[src/rtl/lps_pkg.sv]
package lps_pkg;

    typedef enum logic [2:0] {
        ST_FULL   = 3'd0,
        ST_RUN_A  = 3'd1,
        ST_RUN_B  = 3'd2,
        ST_WAIT   = 3'd3,
        ST_RECFG  = 3'd4,
        ST_RESYNC = 3'd5,
        ST_REBOOT = 3'd6
    } lps_state_e;

endpackage

[src/rtl/lps_hs_timer.sv]
module lps_hs_timer #(
    parameter int TMO_W = 8
) (
    input  logic             clk,
    input  logic             rst_n,
    input  logic             run,
    input  logic             restart,
    input  logic [TMO_W-1:0] limit,
    output logic             expired
);

    logic [TMO_W-1:0] cnt_q;

    always_ff @(posedge clk or negedge rst_n) begin
        if (!rst_n) begin
            cnt_q <= '0;
        end else if (restart) begin
            cnt_q <= '0;
        end else if (run) begin
            cnt_q <= cnt_q + 1'b1;
        end
    end

    assign expired = run && (cnt_q == limit);

    AST_CNT_BOUND: assert property (@(posedge clk) disable iff (!rst_n)
        (run && $stable(limit)) |-> (cnt_q <= limit));

endmodule

[src/rtl/lps_fsm.sv]
module lps_fsm
    import lps_pkg::*;
(
    input  logic       clk,
    input  logic       rst_n,
    input  logic       mism_a,
    input  logic       mism_b,
    input  logic       recfg_window,
    input  logic       recfg_done,
    input  logic       resync_done,
    input  logic       expired,
    output lps_state_e state_q,
    output lps_state_e state_d,
    output logic       bad_b_q
);

    logic healthy_mism;
    logic bad_b_d;

    assign healthy_mism = bad_b_q ? mism_a : mism_b;

    always_ff @(posedge clk or negedge rst_n) begin
        if (!rst_n) begin
            state_q <= ST_FULL;
            bad_b_q <= 1'b0;
        end else begin
            state_q <= state_d;
            bad_b_q <= bad_b_d;
        end
    end

    always_comb begin
        state_d = state_q;
        bad_b_d = bad_b_q;
        unique case (state_q)
            ST_FULL: begin
                if (mism_a && mism_b) begin
                    state_d = ST_REBOOT;
                end else if (mism_b) begin
                    state_d = ST_RUN_A;
                    bad_b_d = 1'b1;
                end else if (mism_a) begin
                    state_d = ST_RUN_B;
                    bad_b_d = 1'b0;
                end
            end
            ST_RUN_A:  state_d = mism_a ? ST_REBOOT : ST_WAIT;
            ST_RUN_B:  state_d = mism_b ? ST_REBOOT : ST_WAIT;
            ST_WAIT: begin
                if (healthy_mism)      state_d = ST_REBOOT;
                else if (recfg_window) state_d = ST_RECFG;
            end
            ST_RECFG: begin
                if (healthy_mism)    state_d = ST_REBOOT;
                else if (recfg_done) state_d = ST_RESYNC;
                else if (expired)    state_d = ST_REBOOT;
            end
            ST_RESYNC: begin
                if (healthy_mism)     state_d = ST_REBOOT;
                else if (resync_done) state_d = ST_FULL;
                else if (expired)     state_d = ST_REBOOT;
            end
            ST_REBOOT: state_d = ST_REBOOT;
            default:   state_d = ST_REBOOT;
        endcase
    end

    AST_REBOOT_STICKY: assert property (@(posedge clk) disable iff (!rst_n)
        (state_q == ST_REBOOT) |=> (state_q == ST_REBOOT));

    AST_FAULTY_IGNORED: assert property (@(posedge clk) disable iff (!rst_n)
        ((state_q == ST_WAIT) && !healthy_mism) |=> (state_q != ST_REBOOT));

    AST_WINDOW_ENTERS: assert property (@(posedge clk) disable iff (!rst_n)
        ((state_q == ST_WAIT) && recfg_window && !healthy_mism) |=> (state_q == ST_RECFG));

endmodule

[src/rtl/lps_out_dec.sv]
module lps_out_dec
    import lps_pkg::*;
(
    input  logic       clk,
    input  logic       rst_n,
    input  lps_state_e state_q,
    input  lps_state_e state_d,
    input  logic       bad_b_q,
    input  logic       mism_a,
    input  logic       mism_b,
    output logic       halt_a,
    output logic       halt_b,
    output logic       out_sel_b,
    output logic       recfg_req,
    output logic       resync_req,
    output logic       reboot_req
);

    always_comb begin
        halt_a    = 1'b0;
        halt_b    = 1'b0;
        out_sel_b = 1'b0;
        unique case (state_q)
            ST_FULL: begin
                halt_a    = mism_a;
                halt_b    = mism_b;
                out_sel_b = mism_a && !mism_b;
            end
            ST_RUN_A, ST_RUN_B, ST_WAIT, ST_RECFG, ST_RESYNC: begin
                halt_a    = !bad_b_q;
                halt_b    = bad_b_q;
                out_sel_b = !bad_b_q;
            end
            ST_REBOOT: begin
                halt_a = 1'b1;
                halt_b = 1'b1;
            end
            default: begin
                halt_a = 1'b1;
                halt_b = 1'b1;
            end
        endcase
    end

    assign recfg_req  = (state_q == ST_WAIT)   && (state_d == ST_RECFG);
    assign resync_req = (state_q == ST_RECFG)  && (state_d == ST_RESYNC);
    assign reboot_req = (state_q != ST_REBOOT) && (state_d == ST_REBOOT);

    AST_ONE_STROBE: assert property (@(posedge clk) disable iff (!rst_n)
        $onehot0({recfg_req, resync_req, reboot_req}));

    AST_A_HALTED_B_DRIVES: assert property (@(posedge clk) disable iff (!rst_n)
        (halt_a && !halt_b) |-> out_sel_b);

    AST_B_HALTED_A_DRIVES: assert property (@(posedge clk) disable iff (!rst_n)
        (halt_b && !halt_a) |-> !out_sel_b);

endmodule

[src/rtl/lockstep_pair_supervisor.sv]
module lockstep_pair_supervisor
    import lps_pkg::*;
#(
    parameter int TMO_W = 8
) (
    input  logic             clk,
    input  logic             rst_n,
    input  logic             mism_a,
    input  logic             mism_b,
    input  logic             recfg_window,
    input  logic             recfg_done,
    input  logic             resync_done,
    input  logic [TMO_W-1:0] hs_timeout,
    output logic             halt_a,
    output logic             halt_b,
    output logic             out_sel_b,
    output logic             recfg_req,
    output logic             resync_req,
    output logic             reboot_req
);

    lps_state_e state_q;
    lps_state_e state_d;
    logic       bad_b_q;
    logic       expired;
    logic       hs_run;
    logic       hs_restart;

    assign hs_run     = (state_q == ST_RECFG) || (state_q == ST_RESYNC);
    assign hs_restart = (state_d != state_q);

    lps_hs_timer #(.TMO_W(TMO_W)) u_timer (
        .clk     (clk),
        .rst_n   (rst_n),
        .run     (hs_run),
        .restart (hs_restart),
        .limit   (hs_timeout),
        .expired (expired)
    );

    lps_fsm u_fsm (
        .clk          (clk),
        .rst_n        (rst_n),
        .mism_a       (mism_a),
        .mism_b       (mism_b),
        .recfg_window (recfg_window),
        .recfg_done   (recfg_done),
        .resync_done  (resync_done),
        .expired      (expired),
        .state_q      (state_q),
        .state_d      (state_d),
        .bad_b_q      (bad_b_q)
    );

    lps_out_dec u_out (
        .clk        (clk),
        .rst_n      (rst_n),
        .state_q    (state_q),
        .state_d    (state_d),
        .bad_b_q    (bad_b_q),
        .mism_a     (mism_a),
        .mism_b     (mism_b),
        .halt_a     (halt_a),
        .halt_b     (halt_b),
        .out_sel_b  (out_sel_b),
        .recfg_req  (recfg_req),
        .resync_req (resync_req),
        .reboot_req (reboot_req)
    );

    AST_REBOOT_HALTS_BOTH: assert property (@(posedge clk) disable iff (!rst_n)
        reboot_req |=> (halt_a && halt_b && !out_sel_b));

    AST_RESYNC_STROBE_NEXT: assert property (@(posedge clk) disable iff (!rst_n)
        resync_req |=> !resync_req);

endmodule

[config.mk]
export PLATFORM = sky130hd
export DESIGN_NAME = lockstep_pair_supervisor
export DESIGN_NICKNAME = d
export VERILOG_FILES = /design/src/rtl/lps_pkg.sv /design/src/rtl/lps_hs_timer.sv /design/src/rtl/lps_fsm.sv /design/src/rtl/lps_out_dec.sv /design/src/rtl/lockstep_pair_supervisor.sv
export SDC_FILE = /design/constraint.sdc
export NUM_CORES = 1
export LEC_CHECK = 0
export CORE_MARGIN = 2
export CORE_UTILIZATION = 50
export DETAILED_ROUTE_END_ITERATION = 10
export PLACE_DENSITY = 0.9
export SLEW_MARGIN = 20
export SYNTH_ARGS = -nofsm -noshare
export SYNTH_HDL_FRONTEND = slang
export SYNTH_SLANG_ARGS = --single-unit
[constraint.sdc]
create_clock -name clk -period 3.1 [get_ports clk]
set_input_delay 0.31 -clock clk [delete_from_list [all_inputs] [get_ports clk]]
set_output_delay 0.31 -clock clk [all_outputs]
set_load 0.005 [all_outputs]
Word level (Yosys, flattened, before mapping)
Cells that the tools add are included.

Bits in registers: 12. Bits of input ports: 15. Output and inout bits: 6.

Multiplexer cells: 21. Reductions and logical operators: 14. Eq/ne operators: 11. Bitwise logic cells: 1. Add/sub/neg operators: 1.

Operator list (count): 3-bit 2-to-1 mux (12); 3-bit one-hot mux with 6 select lines (1); 8-bit 2-to-1 mux (2); 3-bit == test (second input constant) (5); 8-bit by 1-bit adder with 8-bit output (second input constant) (1); 8-bit == test (1); 3-bit by 2-bit == test with 1-bit output (second input constant) (2); 1-bit logical AND (6); 1-bit one-hot mux with 2 select lines (3); 5-bit OR reduction (1); 2-bit nonzero test (2); 3-bit by 1-bit == test with 1-bit output (second input constant) (1); 3-bit zero test (1); 1-bit 2-to-1 mux (3); 3-bit inequality test (1); 3-bit inequality test (second input constant) (1); 3-bit AND reduction (1); 1-bit zero test (2); 1-bit logical OR (1); 1-bit inverter (1).

Logic depth before layout (Yosys ltp)
Depth in word-level cells: 9. Mapped depth: 7. Gate-level depth less buffers: 5.

By module
From an unflattened synthesis, not the netlist that was laid out.

Cell total of the unflattened synthesis: 115. Area, all modules: 944.7 um^2.

By module, submodules not included: lps_hs_timer (times used 1, cells an instance 49, area an instance 476.7 um^2, sequential area each 200.2 um^2); lps_fsm (times used 1, cells an instance 40, area an instance 305.3 um^2, sequential area each 100.1 um^2); lps_out_dec (times used 1, cells an instance 21, area an instance 122.6 um^2, sequential area each 0.0 um^2); lockstep_pair_supervisor (times used 1, cells an instance 5, area an instance 40.0 um^2, sequential area each 0.0 um^2).

Worst setup path before layout
Ideal clock, no wire load.

Path type: reg2out. Start point: register u_fsm.bad_b_q. End point: output port reboot_req. Slack: 1.381 ns. Data required time: 2.790 ns. Arrival time: 1.409 ns. Stages on the path, launching flop included: 6. Path through: dfrtp_1 -> mux2_4 -> nor4_2 -> o21bai_1 -> nand3_1 -> and4_1.

Longest elaborated chain between the ends: 5. Elaborated cells on any way between the ends: 7.

Ends and longest elaborated chain: start: declaration (RTL line lps_fsm.sv:14) `output logic bad_b_q`; start signal: assignment (RTL line lps_fsm.sv:25) `bad_b_q <= 1'b0;`; start signal: assignment (RTL line lps_fsm.sv:28) `bad_b_q <= bad_b_d;`; 1-bit 2-to-1 mux (*) (RTL line lps_fsm.sv:20) `assign healthy_mism = bad_b_q ? mism_a : mism_b;`; 3-bit 2-to-1 mux (on tied branches) (RTL line lps_fsm.sv:59, lps_fsm.sv:50, lps_fsm.sv:54); 3-bit one-hot mux with 6 select lines (*) (RTL line lps_fsm.sv:35) `unique case (state_q)`; net state_d[1] (RTL line lockstep_pair_supervisor.sv:23) `lps_state_e state_d;`; 3-bit == test (*) (RTL line lps_out_dec.sv:47) `assign reboot_req = (state_q != ST_REBOOT) && (state_d == ST_REBOOT);`; 1-bit logical AND (*) (RTL line lps_out_dec.sv:47); end: declaration (RTL line lockstep_pair_supervisor.sv:19) `output logic reboot_req`.

The timed path passes the listed nets; every way through them passes the cells marked *.

Worst setup path in the final report
Start point: register u_fsm.state_q[2]. End point: output port reboot_req.

Longest elaborated chain between the ends: 9. Elaborated cells on any way between the ends: 22.

Ends and longest elaborated chain: start: declaration (RTL line lps_fsm.sv:12) `output lps_state_e state_q,`; start signal: assignment (RTL line lps_fsm.sv:27) `state_q <= state_d;`; 3-bit == test (RTL line lps_fsm.sv:35, lockstep_pair_supervisor.sv:29); 1-bit logical OR (RTL line lockstep_pair_supervisor.sv:29) `assign hs_run = (state_q == ST_RECFG) || (state_q == ST_RESYNC);`; 1-bit logical AND (RTL line lps_hs_timer.sv:24) `assign expired = run && (cnt_q == limit);`; 3-bit 2-to-1 mux (RTL line lps_fsm.sv:56, lps_fsm.sv:61); 3-bit 2-to-1 mux (on tied branches) (RTL line lps_fsm.sv:60, lps_fsm.sv:55); 3-bit 2-to-1 mux (on tied branches) (RTL line lps_fsm.sv:59, lps_fsm.sv:54); 3-bit one-hot mux with 6 select lines (*) (RTL line lps_fsm.sv:35); net state_d[1] (RTL line lockstep_pair_supervisor.sv:23); 3-bit == test (*) (RTL line lps_out_dec.sv:47); 1-bit logical AND (*) (RTL line lps_out_dec.sv:47).

Marks and branches as above.

==> results.ini <==
[outcome]
status = finished clean

[die]
die_w_um = 48.4
fp.dieH_um = 48.4
initial_core_util_pct = 51.7
io_pins = 21
rows = 16
coreArea_sq_mm = 0.00190
die_area_sq_mm = 0.00234

[logic_synthesis]
syn_inst = 116
yosysWarnings = 0
synth_area_sq_um = 983
yosysSeqAreaShare_pct = 30.5
avgSynthCellArea_sq_um = 8.48
ys_types = 39
ys_ff_latch = 12
synth_fp_nets = 133

[timing]
fin_ws_ns = 0.373
fmax_mhz = 367
rsz0062_at_grt = no
post-route-period-util_pct = 88.0
setup_viol = 0
tns_ns = 0
slew_headroom_pct = 60.0
slew_violations = 0
tightest_slew_ns = 0.600
clock_skew_ns = 0.00314
period_minus_slack_ns = 2.73
holdWs_ns = 0.393
finalHoldViolCount = 0

[clock_tree]
cts_buffers = 3
h-tree-depth = 1
post_cts_resized = 0
numClockSinks = 12
clk_path_buf_depth = 2
post_cts_buffers = 0
postCtsHoldBufs = 0
cts_root_buf = clkbuf_4
cts_tree = built
path_clk_slew_ns = 0.07
clk_latency_ns = 0.27

[cells_and_area]
seqCellArea_sq_um = 300
final_nets = 153
fill_cells = 167
antenna_cells = 0
syn2layout_area_growth_pct = 23.2
final_cells = 161
multiInputGateArea_sq_um = 628
drive_above_1_share_pct = 7.46

[min_path]
hp-class = input port to async pin

[routing]
viasPerCell = 5.96
dr.pass1.iters = 4
drt_iter0_drc = 33
num_vias = 959
wire_per_inst_um = 14.5
totalWireLength_mm = 2.34
post-route-drc-count = 0
postRouteAntennaNets = 0

[flow_run]
max_cap_violations = 0

[placed_design]
dp_hpwl_mm = 1.78
place_congestion = 0.925
post-place-ws_ns = 0.507
placed_cells = 158
portBuffers = 20

[pwr]
power.leakage_nw = 0.496
ir_worst_vdd_v = 0.000335
powerDensity_mw_per_mm2 = 443

[worst_setup_path]
crit_path_end_kind = primary output
required_ns = 2.79
path_class = flip-flop to primary output
path_max_fanout = 18
critical_path.startpoint_type = flip-flop
arrival_ns = 2.42

[global_route]
grt_pass1_vias = 909
grt-ovfl-total = 0
grt_antenna_before_repair = 0
grt_pass1_wl_mm = 3.94
grt_max_degree = 23
grtUsageTotal_pct = 21.1

[Yosys cell counts]
master / number / area [sq um]
nand3_1: 4 / 20.0
nand4bb_1: 1 / 11.3
nand4_1: 5 / 31.3
o22a_1: 1 / 8.76
nor2b_1: 1 / 6.26
a21boi_0: 1 / 7.51
nand4_2: 1 / 12.5
nand2b_1: 2 / 12.5
buf_1: 1 / 3.75
a31oi_1: 1 / 6.26
nor2_1: 14 / 52.6
nor3_1: 4 / 20.0
inv_1: 5 / 18.8
nor4_2: 1 / 12.5
ha_1: 2 / 25.0
o22a_2: 1 / 10.0
nor4_1: 2 / 12.5
o21bai_1: 3 / 22.5
and4_1: 3 / 26.3
mux2i_1: 1 / 10.0
a22oi_1: 1 / 7.51
a221oi_2: 1 / 15.0
a22o_1: 1 / 8.76
a21oi_1: 5 / 25.0
o21ai_0: 4 / 20.0
mux2_4: 1 / 15.0
nor3b_1: 2 / 15.0
buf_4: 3 / 22.5
and3_1: 2 / 12.5
buf_2: 2 / 10.0
o22ai_1: 2 / 12.5
o21ai_1: 1 / 5.00
nand3b_1: 1 / 7.51
dfrtp_1: 12 / 300
nand2_1: 7 / 26.3
xnor2_1: 5 / 43.8
xor2_1: 10 / 87.6
nor3_2: 1 / 10.0
o31a_1: 1 / 8.76
[sequential cells by signal, indices dropped and copies added, names as in the netlist]
name	cells
u_fsm.bad_b_q	1
u_timer.cnt_q	8
u_fsm.state_q	3
[final cells by class]
type	instances	share of cell area [%]
Clock buffer	3	1.86
Multi-Input combinational cell	93	51.9
Timing Repair Buffer	21	17.1
Inverter	5	1.55
Sequential cell	12	24.8
Tap cell	27	2.79
[layer usage]
layer  track usage [%]  wire [um]
met1              25.8        967
met2              35.9       1160
met3              5.25        175
met4              8.10         31
met5                 0          0
[cell families after synthesis]
| kind of cell | after synthesis | share of synthesized area, % |
|---|---|---|
| AOI/OAI and AO/OA | 23 | 16.0 |
| xor gates and xnor gates | 15 | 13.4 |
| adders and majority gates | 2 | 2.54 |
| buffers and inverters | 11 | 5.60 |
| DFF | 12 | 30.5 |
| muxes | 2 | 2.54 |
| and+or+nand+nor | 51 | 29.4 |
[placed cells by master (no fill, tap or decap), drive strengths merged, types with 3 or more instances in the layout]
cell,n
nand3,4
dfrtp,12
nand2,7
nor3,5
xnor2,5
xor2,10
nand4,6
nor4,3
a21oi,5
nor2,14
o21ai,5
clkdlybuf4s50,20
o21bai,3
and4,3
inv,5
clkbuf,3
[critical path, stage by stage, from the launching register on]
cell and delay, ns:
dfrtp_1 0.69, nor2b_1 0.23, and4_1 0.26, nand4_1 0.17
nand3_1 0.13, and4_1 0.17, clkdlybuf4s50_1 0.49
[final timing paths]
path                                                    from  slack, ns  depth (start not counted)                      endpoint
worst max-delay path              u_fsm.state_q[2]$_DFF_PN0_       0.37                          6                    reboot_req
worst min-delay path                                   rst_n       0.39                          1  u_timer.cnt_q[3]$_DFFE_PN0P_
worst max register to register    u_fsm.state_q[2]$_DFF_PN0_       1.21                          5  u_timer.cnt_q[5]$_DFFE_PN0P_
worst min register to register  u_timer.cnt_q[7]$_DFFE_PN0P_       0.58                          2  u_timer.cnt_q[7]$_DFFE_PN0P_
max in group asynchronous                              rst_n       2.34                          1  u_timer.cnt_q[1]$_DFFE_PN0P_
min in group clk                u_timer.cnt_q[7]$_DFFE_PN0P_       0.58                          2  u_timer.cnt_q[7]$_DFFE_PN0P_
[stage by stage]
step | instance area, sq um | util, % | total power, mW
floorplan | 983 | - | 0.363
global placement | 1190 | 62.5 | 0.430
detailed placement | 1190 | 62.5 | 0.442
CTS | 1210 | 63.7 | 0.535
global route | 1210 | 63.7 | 0.572
finish | 1210 | 63.7 | 0.537
[where the power goes]
group	internal [mW]	switching (mW)	total [mW]	leakage, nW
Clock	0.0449	0.0500	0.0949	0.0138
Combinational	0.113	0.0976	0.210	0.329
Sequential	0.177	0.0537	0.231	0.153
(Power assumes the default switching activity.)
